`config.mk`:
```
export PLATFORM = sky130hd
export DESIGN_NAME = dcb_sequencer
export DESIGN_NICKNAME = d
export VERILOG_FILES = /design/src/rtl/brk_pkg.sv /design/src/rtl/brk_charge.sv /design/src/rtl/brk_switch.sv /design/src/rtl/brk_fsm.sv /design/src/rtl/dcb_sequencer.sv
export SDC_FILE = /design/constraint.sdc
export NUM_CORES = 1
export LEC_CHECK = 0
export ABC_CLOCK_PERIOD_IN_PS = 2100
export CORE_MARGIN = 3
export CORE_UTILIZATION = 35
export CTS_BUF_LIST = sky130_fd_sc_hd__clkbuf_8
export DETAILED_ROUTE_END_ITERATION = 8
export PLACE_DENSITY_LB_ADDON = 0.12
export SYNTH_ARGS = -nofsm -noshare
export SYNTH_HDL_FRONTEND = slang
export SYNTH_SLANG_ARGS = --single-unit
```
`constraint.sdc`:
```
create_clock -name clk -period 2.1 [get_ports clk]
set_input_delay 0.525 -clock clk [delete_from_list [all_inputs] [get_ports clk]]
set_output_delay 0.525 -clock clk [all_outputs]
set_load 0.05 [all_outputs]
```
`src/rtl/brk_pkg.sv`:
```
package brk_pkg;
  typedef enum logic [2:0] {
    SQ_CLOSED = 3'd0,
    SQ_TRIP   = 3'd1,
    SQ_INJ    = 3'd2,
    SQ_OPEN   = 3'd3,
    SQ_RECL   = 3'd4
  } seq_t;
endpackage

```
`src/rtl/brk_charge.sv`:
```
module brk_charge #(
  parameter int T_CHG = 5000
) (
  input  logic clk,
  input  logic rst,
  input  logic tick,
  input  logic chg_btn,
  output logic chg_on,
  output logic armed
);
  localparam int CW = $clog2(T_CHG + 1);
  localparam logic [CW-1:0] LAST = CW'(T_CHG - 1);

  logic [CW-1:0] cnt;

  always_ff @(posedge clk) begin
    if (rst) begin
      chg_on <= 1'b0;
      armed  <= 1'b0;
      cnt    <= '0;
    end else if (!chg_on && !armed && chg_btn) begin
      chg_on <= 1'b1;
      cnt    <= '0;
    end else if (chg_on && tick) begin
      if (cnt == LAST) begin
        chg_on <= 1'b0;
        armed  <= 1'b1;
      end else begin
        cnt <= cnt + 1'b1;
      end
    end
  end


  arm_after_charge_chk: assert property (@(posedge clk) disable iff (rst)
    $rose(armed) |-> $past(chg_on));


  arm_sticky_chk: assert property (@(posedge clk) disable iff (rst)
    armed |=> armed);
endmodule

```
`src/rtl/brk_switch.sv`:
```
module brk_switch #(
  parameter int IW   = 16,
  parameter int THR  = 10,
  parameter bit INIT = 1'b1
) (
  input  logic                 clk,
  input  logic                 rst,
  input  logic                 cmd,
  input  logic signed [IW-1:0] cur,
  output logic                 st
);
  localparam logic [IW-1:0] THR_V = IW'(THR);

  logic [IW-1:0] mag;

  always_comb mag = cur[IW-1] ? IW'(-cur) : IW'(cur);

  always_ff @(posedge clk) begin
    if (rst)           st <= INIT;
    else if (cmd)      st <= 1'b1;
    else if (mag < THR_V) st <= 1'b0;
  end


  close_follows_chk: assert property (@(posedge clk) disable iff (rst)
    cmd |=> st);


  arc_holds_chk: assert property (@(posedge clk) disable iff (rst)
    (st && !cmd && mag >= THR_V) |=> st);
endmodule

```
`src/rtl/brk_fsm.sv`:
```
module brk_fsm
  import brk_pkg::*;
#(
  parameter int T_OPEN = 8,
  parameter int T_INJ  = 30,
  parameter int T_CLS  = 50
) (
  input  logic clk,
  input  logic rst,
  input  logic tick,
  input  logic order_n,
  input  logic armed,
  output logic cmd_mr,
  output logic cmd_inj,
  output logic err
);
  localparam int TMAX = (T_OPEN > T_INJ) ? ((T_OPEN > T_CLS) ? T_OPEN : T_CLS)
                                         : ((T_INJ > T_CLS) ? T_INJ : T_CLS);
  localparam int CW = $clog2(TMAX + 1);

  seq_t          state;
  logic [CW-1:0] cnt;
  logic [CW-1:0] last;
  logic          done;

  always_comb begin
    case (state)
      SQ_TRIP: last = CW'(T_OPEN - 1);
      SQ_INJ:  last = CW'(T_INJ - 1);
      default: last = CW'(T_CLS - 1);
    endcase
    done = tick && (cnt == last);
  end

  always_ff @(posedge clk) begin
    if (rst) begin
      state   <= SQ_CLOSED;
      cnt     <= '0;
      cmd_mr  <= 1'b1;
      cmd_inj <= 1'b0;
      err     <= 1'b0;
    end else begin
      case (state)
        SQ_CLOSED: if (!order_n) begin
          state <= SQ_TRIP;
          cnt   <= '0;
        end
        SQ_TRIP: if (done) begin
          cmd_mr <= 1'b0;
          cnt    <= '0;
          if (armed) begin
            cmd_inj <= 1'b1;
            state   <= SQ_INJ;
          end else begin
            err   <= 1'b1;
            state <= SQ_OPEN;
          end
        end else if (tick) cnt <= cnt + 1'b1;
        SQ_INJ: if (done) begin
          cmd_inj <= 1'b0;
          cnt     <= '0;
          state   <= SQ_OPEN;
        end else if (tick) cnt <= cnt + 1'b1;
        SQ_OPEN: if (order_n) begin
          state <= SQ_RECL;
          cnt   <= '0;
        end
        SQ_RECL: if (done) begin
          cmd_mr <= 1'b1;
          cnt    <= '0;
          state  <= SQ_CLOSED;
        end else if (tick) cnt <= cnt + 1'b1;
        default: state <= SQ_CLOSED;
      endcase
    end
  end


  inj_excl_chk: assert property (@(posedge clk) disable iff (rst)
    cmd_inj |-> !cmd_mr);


  inj_needs_arm_chk: assert property (@(posedge clk) disable iff (rst)
    $rose(cmd_inj) |-> armed);


  hold_no_reclose_chk: assert property (@(posedge clk) disable iff (rst)
    (state == SQ_INJ) |=> !cmd_mr);


  err_sticky_chk: assert property (@(posedge clk) disable iff (rst)
    err |=> err);


  cnt_bound_chk: assert property (@(posedge clk) disable iff (rst)
    cnt <= CW'(TMAX - 1));
endmodule

```
`src/rtl/dcb_sequencer.sv`:
```
module dcb_sequencer #(
  parameter int IW      = 16,
  parameter int THR_MR  = 10,
  parameter int THR_INJ = 30,
  parameter int T_OPEN  = 8,
  parameter int T_INJ   = 30,
  parameter int T_CLS   = 50,
  parameter int T_CHG   = 5000
) (
  input  logic                 clk,
  input  logic                 rst,
  input  logic                 tick,
  input  logic                 order_n,
  input  logic                 chg_btn,
  input  logic signed [IW-1:0] i_main,
  input  logic signed [IW-1:0] i_resid,
  input  logic signed [IW-1:0] i_inj,
  output logic                 main_cmd,
  output logic                 resid_cmd,
  output logic                 inj_cmd,
  output logic                 main_st,
  output logic                 resid_st,
  output logic                 inj_st,
  output logic                 chg_on,
  output logic                 armed,
  output logic                 err
);
  localparam int NSW = 3;

  logic                 cmd_mr, cmd_inj;
  logic [NSW-1:0]       cmd_v, st_v;
  logic signed [IW-1:0] cur_a [NSW];

  brk_charge #(.T_CHG(T_CHG)) u_chg (
    .clk(clk), .rst(rst), .tick(tick), .chg_btn(chg_btn),
    .chg_on(chg_on), .armed(armed)
  );

  brk_fsm #(.T_OPEN(T_OPEN), .T_INJ(T_INJ), .T_CLS(T_CLS)) u_fsm (
    .clk(clk), .rst(rst), .tick(tick), .order_n(order_n), .armed(armed),
    .cmd_mr(cmd_mr), .cmd_inj(cmd_inj), .err(err)
  );

  always_comb begin
    cmd_v    = {cmd_inj, cmd_mr, cmd_mr};
    cur_a[0] = i_main;
    cur_a[1] = i_resid;
    cur_a[2] = i_inj;
  end

  for (genvar g = 0; g < NSW; g++) begin : g_sw
    brk_switch #(
      .IW(IW),
      .THR((g == NSW - 1) ? THR_INJ : THR_MR),
      .INIT(g != NSW - 1)
    ) u_sw (
      .clk(clk), .rst(rst), .cmd(cmd_v[g]), .cur(cur_a[g]), .st(st_v[g])
    );
  end

  assign main_cmd  = cmd_mr;
  assign resid_cmd = cmd_mr;
  assign inj_cmd   = cmd_inj;
  assign main_st   = st_v[0];
  assign resid_st  = st_v[1];
  assign inj_st    = st_v[2];
endmodule

```
* After elaboration in Yosys (flattened, before gate mapping)
Index checks and enable logic that the tools add are counted.
** Word-level totals
- Logic and storage cells :: 86
- Input bits :: 53
- Bits in registers :: 30
** Operators by class
- $add $sub $neg :: 5
- Magnitude comparators :: 3
- Multiplexer cells :: 27
- Equality and inequality tests :: 13
- Reduce and logical (&&, ||, !) cells :: 24
- Bitwise logic cells :: 3
** Operators by type and width (count)
- 2-to-1 mux 16 bit :: 3
- negation 16 bit :: 3
- less-than comparator 16 x 4 -> 1 bit (second input constant) :: 2
- 2-to-1 mux 6 bit :: 4
- case mux 6 bit (3 select lines) :: 1
- less-than comparator 16 x 5 -> 1 bit (second input constant) :: 1
- 2-to-1 mux 3 bit :: 5
- case mux 3 bit (5 select lines) :: 1
- adder 13 x 1 -> 13 bit (second input constant) :: 1
- == test 13 bit (second input constant) :: 1
- case mux 6 bit (2 select lines) :: 1
- 2-to-1 mux 1 bit :: 10
- nonzero test 2 bit :: 5
- AND reduction 3 bit :: 3
- AND reduction 4 bit :: 2
- adder 6 x 1 -> 6 bit (second input constant) :: 1
- == test 3 x 2 -> 1 bit (second input constant) :: 2
- == test 6 bit :: 1
- != test 2 x 1 -> 1 bit (second input constant) :: 3
- != test 2 bit (second input constant) :: 3
- AND reduction 5 bit :: 1
- logical AND 1 bit :: 4
- case mux 1 bit (2 select lines) :: 2
- AND reduction 2 bit :: 2
- other kinds (9) :: 13

* Longest topological paths before layout
Gate-level depths: netlist (run 1).
- Depth in word-level cells :: 6
- Mapped depth :: 8

* Modules after synthesis
From an unflattened synthesis (run 1), not the netlist that was laid out.
** Second synthesis, totals
- Cells, all modules :: 378
- Area, all modules :: 2864.0 um2
** Modules (own cells, without submodules)
- brk_fsm :: instances 1, area an instance 757.0 um2, cells each 87, sequential area each 240.2 um2
- brk_charge :: instances 1, area an instance 705.7 um2, cells each 80, sequential area each 300.3 um2
- brk_switch at g_sw[1].u_sw :: instances 1, area an instance 470.5 um2, cells each 69, sequential area each 20.0 um2
- brk_switch at g_sw[0].u_sw :: instances 1, area an instance 465.4 um2, cells each 71, sequential area each 20.0 um2
- brk_switch at g_sw[2].u_sw :: instances 1, area an instance 457.9 um2, cells each 70, sequential area each 20.0 um2
- dcb_sequencer :: instances 1, area an instance 7.5 um2, cells each 1, sequential area each 0.0 um2

* Least setup slack after synthesis (run 1)
OpenSTA, ideal clock, no wires.
- Path type :: input port to flip-flop
- Start :: in i_resid[5]
- End :: reg g_sw[1].u_sw.st
- Library setup time :: 0.127 ns
- Required time :: 1.973 ns
- Slack :: 0.179 ns
- Cell stages on the path :: 6
- Arrival :: 1.794 ns
- Cell sequence :: or4_4 -> nor4_2 -> xor2_1 -> nand4b_1 -> o31ai_1 -> a31oi_1
** On the way
- Cells in the longest elaborated chain, start to end :: 3
** RTL lines
- start, declared :: line dcb_sequencer.sv:16 : input logic signed [IW-1:0] i_resid,
- negation 16 bit :: line brk_switch.sv:16 : always_comb mag = cur[IW-1] ? IW'(-cur) : IW'(cur);
- 2-to-1 mux 16 bit (*) :: line brk_switch.sv:16
- less-than comparator 16 x 4 -> 1 bit (*) :: line brk_switch.sv:21 : else if (mag < THR_V) st <= 1'b0;
- end signal, assigned :: line brk_switch.sv:19 : if (rst) st <= INIT;
- end signal, assigned :: line brk_switch.sv:20 : else if (cmd) st <= 1'b1;
- end signal, assigned :: line brk_switch.sv:21
- end, declared :: line brk_switch.sv:10 : output logic st
Mark *: on every way between the ends. The rest lies on a longest branch, timed or not.
A chain may end at the register's enable or synchronous reset.

* Worst setup path in the final report (run 1)
- Start :: in i_resid[1]
- End :: reg g_sw[1].u_sw.st
Same word-level chain as after synthesis.

==> results of run 1 <==
==> cell type report <==
type                    count  area, sq um  area share (%)
clock buffers               6         82.6            1.93
inverters                  18         67.6            1.58
multi-input cells         290         2130            49.9
flip-flops and latches     30          601            14.1
well taps                  99          124            2.90
repair buffers            148         1260            29.6
==> final timing paths <==
path | end | slack [ps] | depth (start not counted)
worst min register to register | g_sw[2].u_sw.st | 510 | 2
worst max-delay path | g_sw[1].u_sw.st | 80 | 6
worst max register to register | u_fsm.cnt[1] | 200 | 7
worst min-delay path | g_sw[2].u_sw.st | 510 | 2
==> what timing repair did <==
| item | CTS | global route |
|---|---|---|
| pin swaps | 14 | 20 |
| resized for setup | 20 | 33 |
| buffers inserted | 2 | 4 |
| endpoints found under the setup margin | 3 | 3 |
| hold buffers | 0 | 0 |
==> flip-flops by register name, indices dropped and copies added, names as in the netlist <==
register / cells
g_sw.u_sw.st: 3
u_chg.armed: 1
u_chg.chg_on: 1
u_chg.cnt: 13
u_fsm.cmd_inj: 1
u_fsm.cmd_mr: 1
u_fsm.cnt: 6
u_fsm.err: 1
u_fsm.state: 3
==> where the power goes <==
part	switching [uW]	internal [uW]	total [uW]	leakage [uW]
Clock	206	252	458	0.0000431
Combinational	212	256	469	0.00142
Sequential	8.65	574	583	0.000243
Total	427	1080	1510	0.00171
==> critical path, cell delays in order <==
cell and delay, ps:
clkdlybuf4s50_1 440, or3_4 440, nor4_2 290, a221oi_2 60, o31a_1 290, a31oi_1 180
==> logic make-up after synthesis <==
family | share of synthesized area, %
AOI/OAI and AO/OA | 26.9
xor gates and xnor gates | 7.54
adders and majority gates | 2.34
buffers and inverters | 4.64
DFF | 22.5
muxes | 1.59
and+or+nand+nor | 34.4
==> per-stage QoR <==
step | setup TNS, ps | instance area, sq um | util [%] | std cells | power [uW]
after detailed placement | -2290 | 3940 | 53.8 | 579 | 1030
after CTS | 0 | 4120 | 56.2 | 587 | 1500
after global placement | -2030 | 3940 | 53.8 | 579 | 1030
after global routing | -31.6 | 4270 | 58.2 | 591 | 1580
final | 0 | 4270 | 58.2 | 591 | 1510
after floorplan | 0 | 2670 | - | 349 | 760
==> routing by layer <==
| layer | track usage (%) | vias to the layer above |
|---|---|---|
| li1 | - | 1614 |
| met1 | 22.6 | 1442 |
| met2 | 32.9 | 70 |
| met3 | 2.98 | 13 |
| met4 | 5.86 | 0 |
| met5 | 0 | - |
==> cell usage after synthesis, drive strengths merged, types with 3 or more instances <==
| cell | instances | area, sq um |
|---|---|---|
| a31oi | 9 | 56.3 |
| nor3 | 27 | 150 |
| nor4 | 12 | 100 |
| nand2 | 19 | 71.3 |
| ha | 5 | 62.6 |
| a211oi | 4 | 30.0 |
| xor2 | 12 | 105 |
| o211ai | 4 | 30.0 |
| or3 | 7 | 43.8 |
| o2111ai | 5 | 61.3 |
| clkbuf | 6 | 22.5 |
| and3 | 4 | 25.0 |
| o21ai | 15 | 78.8 |
| buf | 5 | 33.8 |
| a21oi | 23 | 119 |
| a21o | 3 | 22.5 |
| nand4b | 3 | 26.3 |
| o22ai | 5 | 31.3 |
| a311oi | 4 | 35.0 |
| nand2b | 6 | 37.5 |
| nand4 | 9 | 62.6 |
| inv | 18 | 67.6 |
| nor3b | 5 | 53.8 |
| dfxtp | 30 | 601 |
| or3b | 3 | 28.8 |
| nand3 | 12 | 60.1 |
| nor2 | 40 | 158 |
| xnor2 | 11 | 96.3 |
| nor2b | 6 | 37.5 |
==> impl_metrics.tcl, run 1 <==
set metrics [dict create \
    crit_type "in2reg" \
    fmax_mhz 494 \
    die_y_um 93.3 \
    fill_cells 682 \
    start_util_pct 36.4 \
    antenna_cells 0 \
    ys_seq_area_share_pct 22.5 \
    wl_met3_um 343 \
    setup_ws_ps 75.6 \
    crit_path_end_kind "register" \
    fin_crit_ps 2020 \
    avgRoutedWirePerCell_um 13.7 \
    wirelength_mm 8.08 \
    synth-main-ff-cell "dfxtp_1" \
    cts.path.max_buffers 2 \
    drc 0 \
    area_growth_pct 59.9 \
    clkTransAtPathRegs_ps 60 \
    critPathLaunch "i_resid[1]" \
    drtIter0Drc 145 \
    p_leak_uw 0.00171 \
    core_sq_um 7330 \
    worst_pin_slew_ps 525 \
    drv_cap 0 \
    fin_skew_ps 3.98 \
    worstHoldStart "g_sw[2].u_sw.st" \
    grt_pass1_vias 3043 \
    cts_buffers 5 \
    via_count 3139 \
    finalHoldViolCount 0 \
    powerDensity_nw_per_um2 354 \
    portBuffers 61 \
    wl_met1_mm 3.56 \
    layout_common_cells "buf_4, clkdlybuf4s50_1, nor2_1" \
    critPathLaunchType "primary input" \
    critPathMaxFanout 4 \
    synthCells 349 \
    h-tree-depth 2 \
    reg2reg_from "u_fsm.state[1]" \
    ys_ff_latch 30 \
    synth_area_sq_um 2670 \
    max-vdd-ir-drop_mv 0.195 \
    grt_antenna_before_repair 0 \
    cp_data_required_time_ps 2300 \
    crit_arrival_ps 2230 \
    layout.nets 551 \
    cts_root_buf "clkbuf_8" \
    setup_viol 0 \
    clk_latency_ps 280 \
    grt_use_total_pct 18.5 \
    drive_gt1_share_pct 30.9 \
    syn_nets 407 \
    routed.top_layer "met4" \
    relSlewSlack_pct 64.9 \
    final_common_cell "buf_4" \
    synth_edf_count 0 \
    fin_crit_sh_pct 96.4 \
    die-area_sq_um 8710 \
    place_ws_ps -447 \
    postRouteAntennaNets 0 \
    synth-async-reset-ratio_pct 0 \
    cts_tree "done" \
    viasPerCell 5.31 \
    hp-class "reg2reg" \
    holdWs_ps 507 \
    gp_congestion 0.925 \
    num_rows 31 \
    avgSynthCellArea_sq_um 7.65 \
    grt_remaining_overflow 0 \
    grt_max_degree 16 \
    yosys_warnings 0 \
    io_pins 62 \
    synthDistinctLibCells 72 \
    grt_pass1_wl_mm 13.5 \
    dpl.hpwl_mm 6.13 \
    cts.sinks 30 \
    slew_violations 0 \
    dr_wl_met2_mm 4.03 \
    drtPass1Iterations 4 \
    status "finished clean" \
    die_w_um 93.3 \
]
(Power assumes the default switching activity.)
==> run 2, diff against run 1 <==
--- a/config.mk
+++ b/config.mk
@@ -5,7 +5,7 @@
 export SDC_FILE = /design/constraint.sdc
 export NUM_CORES = 1
 export LEC_CHECK = 0
-export ABC_CLOCK_PERIOD_IN_PS = 2100
+export ABC_CLOCK_PERIOD_IN_PS = 2000
 export CORE_MARGIN = 3
 export CORE_UTILIZATION = 35
 export CTS_BUF_LIST = sky130_fd_sc_hd__clkbuf_8
==> constraint.sdc (replaced) <==
create_clock -name clk -period 2 [get_ports clk]
set_input_delay 0.5 -clock clk [delete_from_list [all_inputs] [get_ports clk]]
set_output_delay 0.5 -clock clk [all_outputs]
set_load 0.05 [all_outputs]
==> impl_metrics.tcl, run 2 (same netlist as run 1, synthesis figures left out) <==
set metrics [dict create \
    layout.nets 562 \
    die-area_sq_um 8710 \
    h-tree-depth 2 \
    cts_buffers 5 \
    die_w_um 93.3 \
    cp_data_required_time_ps 2160 \
    max-vdd-ir-drop_mv 0.178 \
    layout_common_cells "buf_4, nor2_1, dfxtp_1" \
    largest_registers "u_chg.cnt x13, u_fsm.cnt x6" \
    reg2reg_from "u_chg.cnt[5]" \
    fin_skew_ps 5.65 \
    grt_max_degree 16 \
    power_frac_clock_pct 35.9 \
    critPathMaxFanout 3 \
    core_sq_um 7330 \
    cts_tree "done" \
    clkTransAtPathRegs_ps 60 \
    fin_crit_sh_pct 96.7 \
    largest_register_ffs 13 \
    antenna_cells 0 \
    rsz0062_at_grt "true" \
    status "finished clean" \
    hold_depth 2 \
    pwr-share-seq_pct 35.1 \
    portBuffers 61 \
    cpPeakStageDelay_ps 410 \
    grt_remaining_overflow 0 \
    fmax_mhz 517 \
    grt_antenna_before_repair 0 \
    crit_path_end_kind "register" \
    holdWs_ps 505 \
    area_growth_pct 65.9 \
    fin_crit_ps 1930 \
    comb_power_share_pct 29.0 \
    worstHoldStart "u_fsm.err" \
    cts.sinks 30 \
    avgRoutedWirePerCell_um 13.7 \
    wirelength_mm 8.24 \
    finalHoldViolCount 0 \
    swShare_pct 26.8 \
    drc 0 \
    slowest_stage "or3b_4" \
    r2r_slack_ps 120 \
    io_pins 62 \
    crit_type "in2reg" \
    fill_cells 653 \
    p_leak_uw 0.00189 \
    cp_top_family "simple AND/OR/NAND/NOR gates" \
    grt_pass1_vias 3121 \
    drtPass1Iterations 4 \
    die_y_um 93.3 \
    final_common_cell "buf_4" \
    net-switching-power_uw 468 \
    hp-class "reg2reg" \
    crit_chain "clkdlybuf4s15_1, inv_1, ha_4, or3b_4, nor2_4, a21bo_2, a32oi_2, nor4_1, a31oi_1" \
    cts_root_buf "clkbuf_8" \
    via_count 3232 \
    r2r-end "u_chg.cnt[3]" \
    final_cells 603 \
    num_rows 31 \
    powerDensity_nw_per_um2 394 \
    viasPerCell 5.36 \
    drv_cap 0 \
    worst_pin_slew_ps 490 \
    drtIter0Drc 199 \
    setup_viol 0 \
    largest-register "u_chg.cnt" \
    min_to "u_fsm.err" \
    critPathLaunchType "primary input" \
    dp.cells 590 \
    gp_congestion 0.942 \
    r2r_cells 6 \
    postRouteAntennaNets 0 \
    grt_use_total_pct 18.7 \
    start_util_pct 36.4 \
    cts.path.max_buffers 2 \
    grt_pass1_wl_mm 13.6 \
    dpl.hpwl_mm 6.28 \
    drive_gt1_share_pct 33.9 \
    power.internal_uw 1280 \
    crit_arrival_ps 2100 \
    slew_violations 0 \
    relSlewSlack_pct 67.3 \
    clk_latency_ps 280 \
    critPathBufInv 2 \
]
==> run 2: changes by cell type in the layout (fill, tap and decap cells not counted), moves of 2 or more <==
cell	before	now
clkbuf_2	0	2
dlymetal6s2s_1	8	19
nor3_2	3	7
nor3_1	23	19
clkdlybuf4s50_1	42	25
ha_2	2	0
buf_4	93	104
dfxtp_1	30	28
dfxtp_2	0	2
==> run 2: per-layer routing <==
| layer | share of wire (%) | GRT usage [%] | vias up |
|---|---|---|---|
| met1 | 43 | 22.2 | 1497 |
| met2 | 50 | 33.8 | 82 |
| met3 | 4.9 | 3.46 | 11 |
| met5 | 0 | 0 | - |
| met4 | 1.8 | 5.49 | 0 |
| li1 | - | - | 1642 |
==> run 2: stage by stage <==
stage               util [%]  setup TNS (ps)  total power [uW]  worst slack, ps  cell area [sq um]
floorplan                  -               0               798              104               2670
global placement        54.8           -3270              1090             -469               4020
detailed placement      54.8           -3420              1100             -528               4020
CTS                     58.0           -1.94              1740            -1.94               4250
global route            60.4           -61.9              1830            -32.5               4430
finish                  60.4               0              1750             66.3               4430
==> run 2: power groups by stage <==
stage	Clock, uW	Combinational (uW)	Sequential, uW
final	627	506	613
after global routing	669	551	614
after CTS	644	487	612
after detailed placement	0	470	625
after global placement	0	466	625
after floorplan	0	170	628
==> run 2: worst max-delay path by stage <==
stage | startpoint | endpoint | slack, ps | depth (start not counted)
finish | i_main[1] | g_sw[0].u_sw.st | 70 | 9
global route | i_main[1] | g_sw[0].u_sw.st | -30 | 9
CTS | i_main[5] | g_sw[0].u_sw.st | -2 | 7
detailed placement | i_main[1] | g_sw[0].u_sw.st | -530 | 9
global placement | i_main[1] | g_sw[0].u_sw.st | -470 | 9
floorplan | i_resid[5] | g_sw[1].u_sw.st | 100 | 6
==> run 2: what timing repair did <==
item	CTS	global route
setup buffers	2	4
endpoints found under the setup margin	3	10
resized for setup	34	44
pin swaps	19	28
hold buffers	0	0
==> run 2: tightest hold or removal path, delay by kind of cell, from the launching register on <==
kind	cells	cell delay, ps
and+or+nand+nor	1	70
AOI/OAI and AO/OA	1	50
DFF	1	350
==> run 2: area by class of cell <==
class / instances / area [sq um] / share of cell area [%]
multi-input cells: 290 / 2150 / 48.5
repair buffers: 159 / 1380 / 31.0
flip-flops and latches: 30 / 603 / 13.6
well taps: 99 / 124 / 2.80
clock buffers: 6 / 82.6 / 1.86
inverters: 18 / 67.6 / 1.52
clock inverters: 1 / 30.0 / 0.678
